File: src/rtl/fold_dft_pkg.sv
package fold_dft_pkg;
  localparam int LOG2N = 4;
  localparam int N     = 1 << LOG2N;
  localparam int HALF  = N / 2;
  localparam int IDXW  = LOG2N;
  localparam int CW    = 10;   // weight width, unity = 256

  typedef struct packed {
    logic            load;
    logic [IDXW-1:0] loadIdx;
    logic            mac;
    logic [IDXW-1:0] termIdx;
    logic [IDXW-1:0] binIdx;
    logic            emitLo;
    logic            emitHi;
    logic            inv;
  } ctlStrobes_t;

  // first-quadrant magnitudes at multiples of 22.5 degrees
  function automatic logic signed [CW-1:0] quarterMag(input logic [2:0] step);
    case (step)
      3'd0:    quarterMag = CW'(256);
      3'd1:    quarterMag = CW'(237);
      3'd2:    quarterMag = CW'(181);
      3'd3:    quarterMag = CW'(98);
      default: quarterMag = '0;
    endcase
  endfunction

  // cos(2*pi*m/N) scaled by 256, folded from one quadrant
  function automatic logic signed [CW-1:0] coefAt(input logic [IDXW-1:0] m);
    logic [1:0] quad;
    logic [2:0] fine;
    logic [2:0] back;
    quad = m[IDXW-1:IDXW-2];
    fine = {1'b0, m[IDXW-3:0]};
    back = 3'd4 - fine;
    case (quad)
      2'd0:    coefAt = quarterMag(fine);
      2'd1:    coefAt = -quarterMag(back);
      2'd2:    coefAt = -quarterMag(fine);
      default: coefAt = quarterMag(back);
    endcase
  endfunction
endpackage

File: src/rtl/fold_dft_ctrl.sv
module fold_dft_ctrl
  import fold_dft_pkg::*;
(
  input  logic        clk,
  input  logic        rst_n,
  input  logic        startPulse,
  input  logic        invMode,
  input  logic        sampleValid,
  output ctlStrobes_t ctl,
  output logic        engineActive
);
  typedef enum logic [2:0] {S_IDLE, S_LOAD, S_MAC, S_EMLO, S_EMHI} state_t;

  state_t          state;
  logic [IDXW-1:0] loadCnt;
  logic [IDXW-1:0] termCnt;
  logic [IDXW-1:0] binCnt;
  logic            invLatched;
  logic            binIsEdge;

  assign binIsEdge = (binCnt == '0) || (binCnt == IDXW'(HALF));

  always_ff @(posedge clk or negedge rst_n) begin
    if (!rst_n) begin
      state      <= S_IDLE;
      loadCnt    <= '0;
      termCnt    <= '0;
      binCnt     <= '0;
      invLatched <= 1'b0;
    end else begin
      case (state)
        S_IDLE: if (startPulse) begin
          state      <= S_LOAD;
          loadCnt    <= '0;
          invLatched <= invMode;
        end
        S_LOAD: if (sampleValid) begin
          loadCnt <= loadCnt + 1'b1;
          if (loadCnt == IDXW'(N - 1)) begin
            state   <= S_MAC;
            termCnt <= '0;
            binCnt  <= '0;
          end
        end
        S_MAC: begin
          termCnt <= termCnt + 1'b1;
          if (termCnt == IDXW'(HALF)) state <= S_EMLO;
        end
        S_EMLO: begin
          if (!binIsEdge) begin
            state <= S_EMHI;
          end else if (binCnt == IDXW'(HALF)) begin
            state <= S_IDLE;
          end else begin
            binCnt  <= binCnt + 1'b1;
            termCnt <= '0;
            state   <= S_MAC;
          end
        end
        default: begin
          binCnt  <= binCnt + 1'b1;
          termCnt <= '0;
          state   <= S_MAC;
        end
      endcase
    end
  end

  always_comb begin
    ctl.load    = (state == S_LOAD) && sampleValid;
    ctl.loadIdx = loadCnt;
    ctl.mac     = (state == S_MAC);
    ctl.termIdx = termCnt;
    ctl.binIdx  = binCnt;
    ctl.emitLo  = (state == S_EMLO);
    ctl.emitHi  = (state == S_EMHI);
    ctl.inv     = invLatched;
  end

  assign engineActive = (state != S_IDLE);
endmodule

File: src/rtl/fold_dft_datapath.sv
module fold_dft_datapath
  import fold_dft_pkg::*;
#(
  parameter int DW = 12
) (
  input  logic                      clk,
  input  logic                      rst_n,
  input  ctlStrobes_t               ctl,
  input  logic signed [DW-1:0]      sampleRe,
  input  logic signed [DW-1:0]      sampleIm,
  output logic                      resValid,
  output logic [IDXW-1:0]           resIdx,
  output logic signed [DW+CW+LOG2N+2:0] resRe,
  output logic signed [DW+CW+LOG2N+2:0] resIm
);
  localparam int FW = DW + 1;
  localparam int PW = FW + CW;
  localparam int AW = PW + LOG2N + 1;
  localparam int OW = AW + 1;

  logic signed [DW-1:0] memRe [N];
  logic signed [DW-1:0] memIm [N];

  for (genvar slot = 0; slot < N; slot++) begin : g_slot
    always_ff @(posedge clk) begin
      if (ctl.load && (ctl.loadIdx == IDXW'(slot))) begin
        memRe[slot] <= sampleRe;
        memIm[slot] <= sampleIm;
      end
    end
  end

  logic [IDXW-1:0]      termN, mirN, angle;
  logic                 edgeTerm;
  logic signed [DW-1:0] bNear, bFar;
  logic signed [FW-1:0] aFold, bFold;
  logic signed [CW-1:0] cosW, sinW;
  logic signed [PW-1:0] prodA, prodB;
  logic signed [AW-1:0] accA, accB;
  logic signed [OW-1:0] extA, extB;

  always_comb begin
    termN    = ctl.termIdx;
    mirN     = ~termN + 1'b1;
    edgeTerm = (termN == '0) || (termN == IDXW'(HALF));
    bNear    = ctl.inv ? memIm[termN] : memRe[termN];
    bFar     = ctl.inv ? memIm[mirN]  : memRe[mirN];
    if (edgeTerm) begin
      aFold = FW'(memRe[termN]);
      bFold = '0;
    end else begin
      aFold = FW'(memRe[termN]) + FW'(memRe[mirN]);
      bFold = FW'(bNear) - FW'(bFar);
    end
    angle = ctl.binIdx * termN;
    cosW  = coefAt(angle);
    sinW  = coefAt(angle - IDXW'(N / 4));
    prodA = PW'(aFold) * PW'(cosW);
    prodB = PW'(bFold) * PW'(sinW);
    extA  = OW'(accA);
    extB  = OW'(accB);
  end

  always_ff @(posedge clk or negedge rst_n) begin
    if (!rst_n) begin
      accA <= '0;
      accB <= '0;
    end else if (ctl.mac) begin
      if (termN == '0) begin
        accA <= AW'(prodA);
        accB <= AW'(prodB);
      end else begin
        accA <= accA + AW'(prodA);
        accB <= accB + AW'(prodB);
      end
    end
  end

  always_ff @(posedge clk or negedge rst_n) begin
    if (!rst_n) begin
      resValid <= 1'b0;
      resIdx   <= '0;
      resRe    <= '0;
      resIm    <= '0;
    end else begin
      resValid <= ctl.emitLo || ctl.emitHi;
      if (ctl.emitLo) begin
        resIdx <= ctl.binIdx;
        if (ctl.inv) begin
          resRe <= extA - extB;
          resIm <= '0;
        end else begin
          resRe <= extA >>> LOG2N;
          resIm <= (-extB) >>> LOG2N;
        end
      end else if (ctl.emitHi) begin
        resIdx <= ~ctl.binIdx + 1'b1;
        if (ctl.inv) begin
          resRe <= extA + extB;
          resIm <= '0;
        end else begin
          resRe <= extA >>> LOG2N;
          resIm <= extB >>> LOG2N;
        end
      end
    end
  end
endmodule

File: src/rtl/fold_dft16.sv
module fold_dft16
  import fold_dft_pkg::*;
#(
  parameter int DW = 12
) (
  input  logic                          clk,
  input  logic                          rst_n,
  input  logic                          startPulse,
  input  logic                          invMode,
  input  logic                          sampleValid,
  input  logic signed [DW-1:0]          sampleRe,
  input  logic signed [DW-1:0]          sampleIm,
  output logic                          busy,
  output logic                          resValid,
  output logic [IDXW-1:0]               resIdx,
  output logic signed [DW+CW+LOG2N+2:0] resRe,
  output logic signed [DW+CW+LOG2N+2:0] resIm
);
  ctlStrobes_t ctl;
  logic        engineActive;

  fold_dft_ctrl u_ctrl (
    .clk          (clk),
    .rst_n        (rst_n),
    .startPulse   (startPulse),
    .invMode      (invMode),
    .sampleValid  (sampleValid),
    .ctl          (ctl),
    .engineActive (engineActive)
  );

  fold_dft_datapath #(.DW(DW)) u_dp (
    .clk      (clk),
    .rst_n    (rst_n),
    .ctl      (ctl),
    .sampleRe (sampleRe),
    .sampleIm (sampleIm),
    .resValid (resValid),
    .resIdx   (resIdx),
    .resRe    (resRe),
    .resIm    (resIm)
  );

  assign busy = engineActive || resValid;
endmodule

File: config.mk
export PLATFORM = sky130hd
export DESIGN_NAME = fold_dft16
export DESIGN_NICKNAME = d
export VERILOG_FILES = /design/src/rtl/fold_dft_pkg.sv /design/src/rtl/fold_dft_ctrl.sv /design/src/rtl/fold_dft_datapath.sv /design/src/rtl/fold_dft16.sv
export SDC_FILE = /design/constraint.sdc
export NUM_CORES = 2
export LEC_CHECK = 0
export BUFFER_PORTS_ARGS = -buffer_cell sky130_fd_sc_hd__buf_2
export CAP_MARGIN = 40
export CORE_MARGIN = 2
export CORE_UTILIZATION = 35
export DETAILED_ROUTE_END_ITERATION = 7
export PLACE_DENSITY = 0.6
export SLEW_MARGIN = 40
export SYNTH_ARGS = -nofsm -noshare
export SYNTH_HDL_FRONTEND = slang
export SYNTH_SLANG_ARGS = --single-unit
File: constraint.sdc
create_clock -name clk -period 35.2 [get_ports clk]
set_clock_uncertainty 0.1 [all_clocks]
set_input_delay 3.52 -clock clk [delete_from_list [all_inputs] [get_ports clk]]
set_output_delay 3.52 -clock clk [all_outputs]
set_load 0.1 [all_outputs]
* Word-level counts from Yosys, hierarchy flattened
Memory sizes are Yosys's and may differ from the RTL's.
Cells that the tools add are included.
** Storage, ports and cells
- Memory bits (writable) :: 384
- Output and inout bits :: 64
- Bits in read-only memories :: 0
- Latch bits :: 0
- Memories kept :: 2
- Logic and storage cells :: 318
- Bits in registers :: 135
- Input port bits :: 29
** Memories
- u_dp.memIm :: depth 16, width 12, read ports 2, clocked after Yosys merged registers in 0, write ports 1, RTL line fold_dft_datapath.sv:22 : logic signed [DW-1:0] memIm [N];
- u_dp.memRe :: depth 16, width 12, read ports 2, clocked after Yosys merged registers in 0, write ports 1, RTL line fold_dft_datapath.sv:21 : logic signed [DW-1:0] memRe [N];
** Operators by class
- Equality and inequality tests :: 43
- Multipliers :: 3
- Muxes and demuxes :: 166
- $lt $le $gt $ge :: 0
- Shifts and indexed selects :: 0
- Reduce and logical (&&, ||, !) cells :: 70
- Divide/modulo/power cells :: 0
- Add/subtract/negate cells :: 19
- Bitwise operators :: 4
** Operator list (number)
- $mux W12 :: 32
- $reduce_or A12 Y1 :: 30
- $mux W29 :: 8
- $mux W4 :: 40
- $pmux W10 S4 :: 2
- $pmux W9 S4 :: 2
- $mux W1 :: 62
- $pmux W10 S3 :: 2
- $add A28 B23 Y28 :: 2
- $mux W28 :: 2
- $mul A13 B10 Y23 :: 2
- $eq A4 B4 Y1 const B :: 10
- $mux W10 :: 4
- $neg A10 Y10 :: 4
- $add A28 B28 Y29 :: 1
- $neg A28 Y29 :: 1
- $sub A28 B28 Y29 :: 1
- $mux W13 :: 2
- $add A4 B1 Y4 const B :: 5
- $eq A3 B2 Y1 const B :: 6
- $logic_and A1 B1 Y1 :: 17
- $eq A4 B3 Y1 const B :: 4
- $pmux W4 S4 :: 1
- $mux W3 :: 5
- other kinds (30) :: 60

* Depth between registers and ports, before layout
- Depth after elaboration :: 21
- Gate-level depth with buffers :: 59
- Mapped depth without buffers :: 50

* By module
Synthesis repeated with hierarchy kept, for this count alone.
** Unflattened totals
- Cells, all modules :: 3848
- Area total of the unflattened synthesis :: 40991.8 µm²
** By module, submodules not included
- fold_dft_datapath :: cells an instance 3758, area each 40037.1 µm², instances 1, sequential area each 14408.8 µm²
- fold_dft_ctrl :: cells an instance 89, area each 948.4 µm², instances 1, sequential area each 400.4 µm²
- fold_dft16 :: cells an instance 1, area each 6.3 µm², instances 1, sequential area each 0.0 µm²

* Worst setup path after synthesis
Ideal clock, no wire load.
- Kind :: register -> register
- From :: reg u_ctrl.termCnt[0]
- To :: reg u_dp.accB[27]
- Slack :: 22.122 ns
- Arrival time :: 12.857 ns
- Setup time :: 0.121 ns
- Data required time :: 34.979 ns
- Clock period less this slack :: 13.078 ns
- Buffers on the path :: 5
- Cell stages (with the launch flop) :: 53
- Cell sequence :: dfrtp_1 > buf_2 > buf_2 > buf_2 > buf_1 > inv_1 > ha_1 > xnor2_1 > clkbuf_1 > mux4_2 > nand2_1 > nand2_1 > ha_1 > fa_1 > nor2b_1 > o21ai_0 > a21boi_0 > o21ai_0 > (+17 left out) > or3_1 > a311oi_1 > o31ai_1 > a21o_1 > a21oi_1 > xnor2_1 > ha_1 > and3_1 > o211ai_1 > a31oi_1 > nor3_1 > o221a_2 > o21ai_0 > o41a_1 > nor2_1 > mux2i_1 > o22a_1 > o22a_1
** Between the ends
- Word-level cells in the longest chain between the ends :: 11
- Elaborated cells on any way between the ends :: 35
- Classes of those cells :: add/sub (7); mul (2); eq/ne (9); mux (9); bitwise (1); reduce/logical (5); memory (2)
** Ends and longest elaborated chain
- start, declared :: RTL line fold_dft_ctrl.sv:16 : logic [IDXW-1:0] termCnt;
- start signal, assigned :: RTL line fold_dft_ctrl.sv:46 : termCnt <= termCnt + 1'b1;
- $mul A4 B4 Y4 :: RTL line fold_dft_datapath.sv:55 : angle = ctl.binIdx * termN;
- $sub A4 B3 Y4 :: RTL line fold_dft_datapath.sv:57 : sinW = coefAt(angle - IDXW'(N / 4));
- $sub A3 B2 Y3 :: RTL line fold_dft_pkg.sv:37 : back = 3'd4 - fine;
- $eq A3 B2 Y1 (tied with other cells) :: RTL line fold_dft_pkg.sv:21 : case (step)
- $pmux W9 S4 :: RTL line fold_dft_pkg.sv:21
- $mux W10 :: RTL line fold_dft_pkg.sv:38 : case (quad)
- $neg A10 Y10 :: RTL line fold_dft_pkg.sv:40 : 2'd1: coefAt = -quarterMag(back);
- $pmux W10 S3 :: RTL line fold_dft_pkg.sv:38
- $mul A13 B10 Y23 :: RTL line fold_dft_datapath.sv:59 : prodB = PW'(bFold) * PW'(sinW);
- $add A28 B23 Y28 :: RTL line fold_dft_datapath.sv:74 : accB <= accB + AW'(prodB);
- $mux W28 (*) :: RTL line fold_dft_datapath.sv:69 : if (termN == '0) begin
- end signal, assigned :: RTL line fold_dft_datapath.sv:71 : accB <= AW'(prodB);
- end signal, assigned :: RTL line fold_dft_datapath.sv:74
- end, declared :: RTL line fold_dft_datapath.sv:39 : logic signed [AW-1:0] accA, accB;
Every way passes the cells marked *; elsewhere a longest branch is shown, timed or not. The select of a mux whose other input is x is not followed.
A chain may end at the register's enable or synchronous reset.

* Final worst setup path
- From :: reg u_ctrl.termCnt[1]
- To :: reg u_dp.accB[27]
The elaborated chain is that of the path after synthesis.

==> results.py <==
metrics = {
    "clock_tree": {
        "cts_resized": 0,
        "cts.root.buffer_cell": "clkbuf_16",
        "cts_buffers": 56,
        "cts_tree": "done",
        "h-tree-depth": 2,
        "clk_latency_ps": 640,
        "cts_hold_buf": 0,
        "cts_buffer_depth": 3,
        "cts_setup_buffers": 0,
        "clk_pin_slew_ps": 60,
        "cts_sinks": 515,
    },
    "drt": {
        "drt_iter0_drc": 2008,
        "viasPerCell": 5.387,
        "vias": 28621,
        "first_pass_iters": 5,
        "ant_nets": 0,
        "routedWlPerCell_um": 20.61,
        "routed_wl_um": 109500,
        "drc": 0,
    },
    "setup_path": {
        "rr_startpoint": "u_ctrl.termCnt[1]",
        "critical_path_arrival_ps": 14960,
        "cp-end-kind": "flip-flop",
        "cp_common_cell": "fa_1",
        "slowest_delay_ps": 940,
        "crit_slowest_cell": "dfrtp_4",
        "r2r_setup_slack_ps": 20660,
        "crit_path_start_kind": "flip-flop",
        "critPathRequiredTime_ps": 35620,
        "critPathKind": "flip-flop to flip-flop",
        "crit_path_max_fanout": 55,
        "r2r_cells": 48,
        "regToRegEndpoint": "u_dp.accB[27]",
    },
    "global_routing": {
        "grt_pass1_vias": 28758,
        "grtUsageMet2_pct": 30.89,
        "use_met1_pct": 24.23,
        "antenna_found_initial": 4,
        "grtUsageTotal_pct": 18.10,
        "use_met3_pct": 2.277,
        "overflow": 0,
        "grt_max_degree": 93,
        "grt-busiest-layer": "met2",
        "grt_pass1_wl_um": 170500,
    },
    "yosys": {
        "yosysWarningCount": 0,
        "synth-edff-count": 384,
        "syn_nets": 4252,
        "synth_cell_types": 82,
        "ys.flop_type": "edfxtp_1",
        "syn_inst": 3715,
        "synthArstFlopShare_pct": 25.44,
        "synth-seq-cells": 515,
        "synth.avg_cell_area_um2": 11.03,
        "ys_seq_area_share_pct": 36.15,
        "synth_area_mm2": 0.04096,
    },
    "cells_and_area": {
        "final-seq-area_mm2": 0.01482,
        "drive_gt1_share_pct": 14.33,
        "nNetsFinal": 4279,
        "area_growth_pct": 9.995,
        "post-route-util_pct": 38.77,
        "final_cell_mix": "inv_1 (395), edfxtp_1 (384), nand2_1 (333), nor2_1 (316), ha_1 (270)",
        "layout_commonest_cell": "inv_1",
        "multi_input_area_mm2": 0.02411,
        "fillers": 11221,
    },
    "place": {
        "hpwl_um": 77320,
        "place_congestion": 0.9067,
        "port_buffers": 92,
    },
    "floorplan": {
        "rows": 125,
        "die-area_mm2": 0.1198,
        "design.core.area_mm2": 0.1162,
        "fp.dieH_um": 346.1,
        "start_util_pct": 35.25,
        "io_pins": 93,
        "die_width_um": 346.1,
    },
    "timing": {
        "period_needed_ps": 14540,
        "relSlewSlack_pct": 41.98,
        "min_period_over_period_pct": 41.32,
        "worstMarginPinSlew_ps": 862.4,
        "hold_violations": 0,
        "tns_ps": 0,
        "finalSetupViolCount": 0,
        "slew_viol_final": 0,
        "rsz0062_at_grt": "no",
        "fmax_mhz": 68.76,
    },
    "run_status": {
        "status": "finished clean",
    },
    "min_path": {
        "min_from": "u_dp.resRe[8]",
        "hold_class": "flip-flop to flip-flop",
        "hold_path_depth": 1,
        "worstHoldEndpoint": "u_dp.resRe[8]",
    },
    "run": {
        "drv_cap": 0,
    },
}
## cell families (layout without fill, tap and decap cells)
kind of cell	count (synthesis)	in the layout	synth area share, %
and+or+nand+nor	964	964	10.67
AOI/OAI and AO/OA	712	712	10.76
buffers and inverters	572	645	5.343
DFF	515	515	36.15
adders and majority gates	508	508	19.84
muxes	281	281	13.72
xor gates and xnor gates	163	163	3.504
other	0	1	0
## routing by layer
metal  vias up  share of wire (%)
li1      13338                  -
met1     14253                 43
met2       858                 48
met3       168                5.5
met4         4                2.7
met5         -              0.019
## registers in the layout, indices dropped and copies added, names as in the netlist
signal and count:
u_ctrl.binCnt 4, u_ctrl.state 3, u_dp.accA 28, u_dp.resIm 25, u_dp.resIdx 4, u_dp.memIm 192, u_dp.resValid 1, u_ctrl.termCnt 4
u_dp.resRe 29, u_ctrl.invLatched 1, u_dp.accB 28, u_ctrl.loadCnt 4, u_dp.memRe 192
## cell usage after synthesis, drive strengths merged (7+ instances only)
cell    count  area, um2
o211ai     18      135.1
nand3      46      235.2
or2        15      93.84
nor3b       9      67.56
o21a       26      195.2
o21ai     187      935.9
dfrtp     131       3278
nand4      10      75.07
inv       397       1490
mux2i      45      450.4
buf        41      195.2
a21oi     217       1086
a311oi      8      70.07
xnor2     122       1076
nand2     334       1254
mux2       13      146.4
nor2      325       1230
mux4      223       5022
xor2       41      359.1
nor3       50      255.3
or3        15      93.84
o22ai       9      56.30
nor2b      36      225.2
and2       29      181.4
clkbuf    132      495.5
a21boi     13      97.59
a211oi     40      300.3
edfxtp    384      11530
ha        272       3403
a31oi      31      193.9
or4         7      60.06
fa        236       4725
nor4       12      75.07
and3       32      200.2
a21o       49      367.9
o31ai      16      120.1
o41ai       8      77.58
o21bai     27      202.7
nand2b     30      187.7
## critical path: cells and delay by family, from the launching register on
family / cells / cell delay, ps
AOI/OAI and AO/OA: 20 / 4530
xor gates and xnor gates: 1 / 190
adders and majority gates: 10 / 4590
buffers and inverters: 5 / 1560
DFF: 1 / 940
muxes: 3 / 1010
and+or+nand+nor: 9 / 1440
## worst max-delay path by stage
stage / startpoint / endpoint / slack [ps] / depth (start not counted)
after floorplan: u_ctrl.termCnt[0] / u_dp.accB[27] / 22120 / 52
after CTS: u_ctrl.termCnt[1] / u_dp.accB[27] / 20590 / 48
after detailed placement: u_ctrl.termCnt[1] / u_dp.accB[27] / 20620 / 48
after global routing: u_ctrl.termCnt[1] / u_dp.accB[27] / 19720 / 48
after global placement: u_ctrl.termCnt[1] / u_dp.accB[27] / 20850 / 46
final: u_ctrl.termCnt[1] / u_dp.accB[27] / 20660 / 48
## stage by stage
| stage | setup WS, ps | instance area, um2 | hold WS, ps | cells |
|---|---|---|---|---|
| global route | 19720 | 45050 | 394.6 | 5312 |
| CTS | 20590 | 45030 | 374.7 | 5312 |
| detailed placement | 20620 | 43170 | 362.6 | 5208 |
| floorplan | 22120 | 40960 | 406.0 | 3715 |
| finish | 20660 | 45050 | 369.7 | 5313 |
| global placement | 20850 | 43110 | 358.0 | 5208 |
## final cells by class
cell class              instances  area share [%]
diodes                          1        0.005554
clock buffers                  67           3.316
clock inverters                37          0.8081
inverters                     399           3.324
multi-input cells            2628           53.52
flip-flops and latches        515           32.89
well taps                    1524           4.232
repair buffers                142           1.902
Power is not shown: default switching activity piles up to over one toggle a cycle in this logic, so the estimate is an artifact.
